**src/rtl/ywu_pkg.sv**
```systemverilog
package ywu_pkg;

    typedef enum logic [2:0] {
        OP_ADDW = 3'd0,
        OP_SUBW = 3'd1,
        OP_CMPW = 3'd2,
        OP_INCW = 3'd3,
        OP_DECW = 3'd4,
        OP_LDW  = 3'd5,
        OP_RSV6 = 3'd6,
        OP_RSV7 = 3'd7
    } ywu_op_e;

    typedef struct packed {
        logic n;
        logic v;
        logic h;
        logic z;
        logic c;
    } ywu_flags_t;

    function automatic logic op_is_step(input ywu_op_e o);
        return (o == OP_INCW) || (o == OP_DECW);
    endfunction

    function automatic logic op_is_arith(input ywu_op_e o);
        return (o == OP_ADDW) || (o == OP_SUBW);
    endfunction

    function automatic logic op_negates(input ywu_op_e o);
        return (o == OP_SUBW) || (o == OP_CMPW);
    endfunction

endpackage

```
**src/rtl/ywu_adder.sv**
```systemverilog
module ywu_adder #(
    parameter int BYTE_W   = 8,
    parameter int NBYTES   = 2,
    parameter int HALF_BIT = 12,
    localparam int WORD_W  = BYTE_W * NBYTES
) (
    input  logic [WORD_W-1:0] a,
    input  logic [WORD_W-1:0] b,
    input  logic              cin,
    output logic [WORD_W-1:0] sum,
    output logic              cout,
    output logic              half,
    output logic              ovf
);
    logic [NBYTES:0] cy;

    assign cy[0] = cin;

    for (genvar i = 0; i < NBYTES; i++) begin : g_slice
        logic [BYTE_W:0] part;
        assign part = {1'b0, a[i*BYTE_W +: BYTE_W]}
                    + {1'b0, b[i*BYTE_W +: BYTE_W]}
                    + (BYTE_W+1)'(cy[i]);
        assign sum[i*BYTE_W +: BYTE_W] = part[BYTE_W-1:0];
        assign cy[i+1] = part[BYTE_W];
    end

    assign cout = cy[NBYTES];
    assign half = a[HALF_BIT] ^ b[HALF_BIT] ^ sum[HALF_BIT];
    assign ovf  = (a[WORD_W-1] == b[WORD_W-1]) && (sum[WORD_W-1] != a[WORD_W-1]);

endmodule

```
**src/rtl/ywu_step.sv**
```systemverilog
module ywu_step #(
    parameter int BYTE_W = 8
) (
    input  logic [BYTE_W-1:0] lo_in,
    input  logic [BYTE_W-1:0] hi_in,
    input  logic              down,
    output logic [BYTE_W-1:0] lo_out,
    output logic [BYTE_W-1:0] hi_out
);
    logic [BYTE_W:0]   lo_ext;
    logic [BYTE_W-1:0] lo_addend;
    logic [BYTE_W-1:0] hi_addend;
    logic              lo_carry;

    always_comb begin
        lo_addend = down ? {BYTE_W{1'b1}} : BYTE_W'(1);
        lo_ext    = {1'b0, lo_in} + {1'b0, lo_addend};
        lo_carry  = lo_ext[BYTE_W];
        // Going down, a carry out of the low byte means no borrow.
        if (down)
            hi_addend = lo_carry ? '0 : {BYTE_W{1'b1}};
        else
            hi_addend = BYTE_W'(lo_carry);
        lo_out = lo_ext[BYTE_W-1:0];
        hi_out = hi_in + hi_addend;
    end

endmodule

```
**src/rtl/ywu_page_addr.sv**
```systemverilog
module ywu_page_addr #(
    parameter int ADDR_W = 8
) (
    input  logic [ADDR_W-1:0] base,
    output logic [ADDR_W-1:0] lo_addr,
    output logic [ADDR_W-1:0] hi_addr
);
    assign lo_addr = base;
    assign hi_addr = base + ADDR_W'(1);

endmodule

```
**src/rtl/ya_word_unit.sv**
```systemverilog
module ya_word_unit #(
    parameter int BYTE_W = 8,
    parameter int ADDR_W = 8,
    localparam int WORD_W   = 2 * BYTE_W,
    localparam int HALF_BIT = BYTE_W + BYTE_W / 2
) (
    input  logic              clk,
    input  logic              rst,
    input  logic              start,
    input  logic [2:0]        op,
    input  logic [WORD_W-1:0] ya_in,
    input  logic [BYTE_W-1:0] mem_lo,
    input  logic [BYTE_W-1:0] mem_hi,
    input  logic [ADDR_W-1:0] base_addr,
    output logic [ADDR_W-1:0] addr_lo,
    output logic [ADDR_W-1:0] addr_hi,
    output logic [WORD_W-1:0] ya_out,
    output logic [WORD_W-1:0] word_out,
    output logic              mem_wr,
    output logic              done,
    output logic              flag_n,
    output logic              flag_v,
    output logic              flag_h,
    output logic              flag_z,
    output logic              flag_c
);
    import ywu_pkg::*;

    ywu_op_e           op_e;
    logic [WORD_W-1:0] mem_word;
    logic [WORD_W-1:0] add_b;
    logic [WORD_W-1:0] add_sum;
    logic              add_cout;
    logic              add_half;
    logic              add_ovf;
    logic [BYTE_W-1:0] step_lo;
    logic [BYTE_W-1:0] step_hi;
    logic [WORD_W-1:0] step_word;

    logic [WORD_W-1:0] ya_q, ya_d;
    logic [WORD_W-1:0] word_q, word_d;
    ywu_flags_t        flags_q, flags_d;
    logic              done_q, wr_q;

    assign op_e     = ywu_op_e'(op);
    assign mem_word = {mem_hi, mem_lo};
    assign add_b    = op_negates(op_e) ? ~mem_word : mem_word;

    ywu_adder #(
        .BYTE_W  (BYTE_W),
        .NBYTES  (2),
        .HALF_BIT(HALF_BIT)
    ) u_adder (
        .a   (ya_in),
        .b   (add_b),
        .cin (op_negates(op_e)),
        .sum (add_sum),
        .cout(add_cout),
        .half(add_half),
        .ovf (add_ovf)
    );

    ywu_step #(.BYTE_W(BYTE_W)) u_step (
        .lo_in (mem_lo),
        .hi_in (mem_hi),
        .down  (op_e == OP_DECW),
        .lo_out(step_lo),
        .hi_out(step_hi)
    );
    assign step_word = {step_hi, step_lo};

    ywu_page_addr #(.ADDR_W(ADDR_W)) u_addr (
        .base   (base_addr),
        .lo_addr(addr_lo),
        .hi_addr(addr_hi)
    );

    always_comb begin
        ya_d    = ya_in;
        word_d  = word_q;
        flags_d = flags_q;
        unique case (op_e)
            OP_ADDW, OP_SUBW: begin
                ya_d      = add_sum;
                flags_d.n = add_sum[WORD_W-1];
                flags_d.z = ~|add_sum;
                flags_d.c = add_cout;
                flags_d.h = add_half;
                flags_d.v = add_ovf;
            end
            OP_CMPW: begin
                flags_d.n = add_sum[WORD_W-1];
                flags_d.z = ~|add_sum;
                flags_d.c = add_cout;
            end
            OP_INCW, OP_DECW: begin
                word_d    = step_word;
                flags_d.n = step_word[WORD_W-1];
                flags_d.z = ~|step_word;
            end
            OP_LDW: begin
                ya_d      = mem_word;
                flags_d.n = mem_word[WORD_W-1];
                flags_d.z = ~|mem_word;
            end
            default: begin
                ya_d = ya_in;
            end
        endcase
    end

    always_ff @(posedge clk) begin
        if (rst) begin
            ya_q    <= '0;
            word_q  <= '0;
            flags_q <= '0;
            done_q  <= 1'b0;
            wr_q    <= 1'b0;
        end else begin
            done_q <= start;
            wr_q   <= start && op_is_step(op_e);
            if (start) begin
                ya_q    <= ya_d;
                word_q  <= word_d;
                flags_q <= flags_d;
            end
        end
    end

    assign ya_out   = ya_q;
    assign word_out = word_q;
    assign mem_wr   = wr_q;
    assign done     = done_q;
    assign flag_n   = flags_q.n;
    assign flag_v   = flags_q.v;
    assign flag_h   = flags_q.h;
    assign flag_z   = flags_q.z;
    assign flag_c   = flags_q.c;

    AST_DONE_FOLLOWS_START: assert property (@(posedge clk) disable iff (rst)
        start |=> done);
    AST_DONE_NEEDS_START: assert property (@(posedge clk) disable iff (rst)
        done |-> $past(start));
    AST_HOLD_WHEN_IDLE: assert property (@(posedge clk) disable iff (rst)
        !start |=> ($stable(ya_out) && $stable(word_out) && $stable(flags_q)));
    AST_CMP_KEEPS_PAIR: assert property (@(posedge clk) disable iff (rst)
        (start && op_e == OP_CMPW) |=>
            (ya_out == $past(ya_in) && $stable(word_out) && $stable({flag_v, flag_h})));
    AST_STEP_KEEPS_VHC: assert property (@(posedge clk) disable iff (rst)
        (start && (op_is_step(op_e) || op_e == OP_LDW)) |=> $stable({flag_v, flag_h, flag_c}));
    AST_WRITE_WITH_DONE: assert property (@(posedge clk) disable iff (rst)
        mem_wr |-> done);
    AST_LOAD_COPIES: assert property (@(posedge clk) disable iff (rst)
        (start && op_e == OP_LDW) |=> (ya_out == $past({mem_hi, mem_lo})));
    AST_RSV_NO_EFFECT: assert property (@(posedge clk) disable iff (rst)
        (start && !op_is_arith(op_e) && !op_is_step(op_e) && op_e != OP_CMPW && op_e != OP_LDW)
            |=> ($stable(flags_q) && $stable(word_out) && !mem_wr));

endmodule

```
**config.mk**
```make
export PLATFORM = sky130hd
export DESIGN_NAME = ya_word_unit
export DESIGN_NICKNAME = d
export VERILOG_FILES = /design/src/rtl/ywu_pkg.sv /design/src/rtl/ywu_adder.sv /design/src/rtl/ywu_step.sv /design/src/rtl/ywu_page_addr.sv /design/src/rtl/ya_word_unit.sv
export SDC_FILE = /design/constraint.sdc
export NUM_CORES = 1
export LEC_CHECK = 0
export CORE_UTILIZATION = 41
export CTS_CLUSTER_SIZE = 40
export DETAILED_ROUTE_END_ITERATION = 8
export GPL_TIMING_DRIVEN = 0
export PLACE_DENSITY = 0.71
export SETUP_SLACK_MARGIN = 0.05
export SLEW_MARGIN = 20
export SYNTH_ARGS = -nofsm -noshare
export SYNTH_HDL_FRONTEND = slang
export SYNTH_HIERARCHICAL = 1
export SYNTH_SLANG_ARGS = --single-unit
```
**constraint.sdc**
```tcl
create_clock -name clk -period 6.87 [get_ports clk]
set_clock_uncertainty 0.15 [all_clocks]
set_input_delay 1.374 -clock clk [delete_from_list [all_inputs] [get_ports clk]]
set_output_delay 1.374 -clock clk [all_outputs]
set_load 0.01 [all_outputs]
```
==> impl_metrics.csv <==
group,metric,value,unit
run_status,outcome,"complete, no violations",
routing,finalWirelength,9780,µm
logic_synthesis,synth_area,3440,µm²
logic_synthesis,syn_nets,500,
logic_synthesis,synthCells,418,
timing,hold-worst-slack,323,ps
clocking,numCtsBuffers,5,
setup_path,cp_slowest_stage_delay,550,ps
global_routing,track_usage,22.4,%
pwr,p_leak,2.02,nW
clocking,cts_max_level,2,
setup_path,end_kind,"flip-flop",
setup_path,cp_slowest_cell,"clkdlybuf4s50_1",
clocking,cts_tree,"yes",
pwr,power_density,179,nW/µm²
global_routing,grt-ovfl-total,0,
logic_synthesis,async_reset_ff_share,0,%
flow_run,drv_cap,0,
timing,fin_crit,6330,ps
cells_and_area,layout_common_cells,"clkdlybuf4s50_1 (97), nor2_1 (52), dfxtp_1 (39), ha_1 (30), inv_1 (29)",
die,die_w,93.6,µm
global_routing,antenna_found_initial,0,
timing,min_period_over_period,92.2,%
place,dp_hpwl,7720,µm
timing,worst_slew_pin_slew,613,ps
die,pin_count,101,
clocking,cts_root_buffer,"clkbuf_8",
logic_synthesis,avgSynthCellArea,8.23,µm²
setup_path,critical_path.max_fanout,10,
die,coreArea,8180,µm²
die,die-area,8760,µm²
clocking,cts_num_sinks,39,
cells_and_area,regArea,781,µm²
timing,setup_viol,0,
global_routing,grt_max_degree,13,
timing,relSlewSlack,59.1,%
cells_and_area,multi_input_area,2420,µm²
logic_synthesis,synth_ff_type,"dfxtp_1",
clocking,clock_path_buffers,2,
cells_and_area,fillCellCount,765,
routing,vias,3532,
cells_and_area,diodes,0,
place,pre_cts_slack,164,ps
routing,drt-pass1-iter-count,4,
logic_synthesis,yosysWarnings,6,
pwr,finalPower,0.840,mW
clocking,clk_latency,290,ps
die,start_util,42.1,%
die,rows,33,
setup_path,crit_path_frequent_cell,"fa_1",
routing,drc,0,
die,die_h,93.6,µm
routing,wl_per_cell,15.6,µm
logic_synthesis,ys_types,60,
setup_path,crit_arrival,6420,ps
routing,via_per_inst,5.62,
global_routing,grt_busiest_layer,"met2",
timing,fin_tns_setup,0,ps
global_routing,grt_pass1_vias,3170,
place,dp_cells,620,
cells_and_area,nNetsFinal,604,
logic_synthesis,synth_edf_count,0,
timing,drv_slew,0,
routing,final_antenna_net_count,0,
timing,max_freq,0.158,GHz
pwr,peakVddDrop,0.0788,mV
global_routing,grt_pass1_wl,15400,µm
timing,finalHoldViolCount,0,
cells_and_area,final_common_cell,"clkdlybuf4s50_1",
cells_and_area,drive_gt1_share,7.27,%
setup_path,required,6950,ps
setup_path,critical_path_class,"primary input to flip-flop",
global_routing,grt.met3_usage,3.09,%
place,port_buffers,97,
setup_path,cp-start-kind,"primary input",
cells_and_area,stdcell_count,628,
global_routing,gr-usage-met1,29.2,%
routing,drt_iter0_drc,205,
global_routing,global_route.usage.met2,38.5,%
logic_synthesis,ys_seq_area_share,22.7,%
clocking,cts_hold_repair.buffers,0,
logic_synthesis,ys_ff_latch,39,
timing,rsz0062_at_grt,"no",
clocking,clk_pin_slew,80,ps
setup_path,path_cells,"clkdlybuf4s50_1 -> xnor2_1 -> nor2_4 -> buf_4 -> inv_1 -> fa_1 -> inv_1 -> fa_1 -> a211oi_1 -> o21bai_1 -> a211o_1 -> a21oi_1 -> fa_1 -> fa_1 -> nor2b_1 -> o31a_1 -> o21ai_0 -> a2bb2oi_1 -> nor4_1 -> o21ai_0 -> or4_1 -> a31oi_1",
hold_path,hold_class,"flip-flop to flip-flop",
cells_and_area,area_growth,36.2,%
timing,setup_slack,539,ps
place,place.gp.congestion,0.886,
==> flip-flops by register name (all words and copies together), names as in the netlist <==
name,flops
word_out,16
ya_out,16
done,1
flag_c,1
flag_h,1
flag_n,1
flag_v,1
flag_z,1
mem_wr,1
==> critical path, delay by kind of cell <==
| kind | cells | cell delay, ps |
|---|---|---|
| adder cells (fa/ha/maj) | 4 | 1080 |
| buffers and inverters | 4 | 900 |
| AO/OA/AOI/OAI | 9 | 1840 |
| XOR/XNOR | 1 | 330 |
| AND/OR/NAND/NOR | 4 | 880 |
==> cells by family after synthesis <==
| kind of cell | synth area share [%] |
|---|---|
| AO/OA/AOI/OAI | 20.6 |
| adder cells (fa/ha/maj) | 14.4 |
| multiplexers | 5.67 |
| flip-flops | 22.7 |
| buffers and inverters | 7.42 |
| XOR/XNOR | 10.2 |
| AND/OR/NAND/NOR | 19.0 |
==> stage by stage <==
step | instance area (µm²) | util (%)
after global placement | 4540 | 55.6
after global routing | 4690 | 57.3
after CTS | 4680 | 57.2
final | 4690 | 57.3
after detailed placement | 4540 | 55.6
after floorplan | 3440 | -
==> final cells by class <==
cell class	instances	area share, %
Clock inverter	2	1.28
Timing Repair Buffer	97	20.7
Buffer	24	3.04
Sequential cell	39	16.7
Multi-Input combinational cell	325	51.5
Tap cell	105	2.80
Clock buffer	6	1.55
Inverter	30	2.40
==> path summary, 6_finish.rpt <==
check / slack [ps] / start / depth (start not counted) / to
setup / recovery: 540 / op[0] / 22 / flag_z
hold / removal: 320 / flag_h / 2 / flag_h
setup reg to reg: 6010 / ya_out[1] / 2 / ya_out[1]
hold reg to reg: 320 / flag_h / 2 / flag_h
==> report_power, final <==
group | leakage, nW | total (mW) | switching, mW | internal (mW)
Clock | 0.0654 | 0.237 | 0.0914 | 0.145
Combinational | 1.63 | 0.355 | 0.186 | 0.169
Sequential | 0.320 | 0.248 | 0.00765 | 0.241
==> Yosys cell counts (all sizes together) (2+ instances only) <==
cell,count,share of area [%]
a21oi,19,2.8
clkbuf,7,0.80
mux2i,18,5.2
a21o,2,0.44
nor2,54,6.2
a221oi,16,4.1
nand2,26,2.8
a2bb2oi,2,0.51
o21a,8,1.7
o31a,3,0.76
dfxtp,39,23
inv,29,3.2
buf,17,3.3
a31oi,3,0.55
o21bai,2,0.44
nor3,7,1.2
fa,6,3.5
o21ai,15,2.6
or4,4,0.87
nor2b,8,1.5
and3,2,0.36
ha,30,11
and3b,2,0.55
nand3,9,1.5
xnor2,15,3.8
a211o,2,0.51
nor4,12,2.2
a211oi,18,3.9
xor2,25,6.4
==> layer usage <==
metal	wire length (µm)	share of wire, %
met5	0	0
met3	638	6.5
met4	156	1.6
met2	4580	47
met1	4410	45
==> repair_timing <==
action / 4_1_cts / 5_1_grt
buffers inserted: 0 / 0
hold endpoints to repair: 0 / 0
resized for setup: 0 / 2
setup endpoints to repair: 0 / 1
No activity file was read; power rests on OpenSTA's default activity.
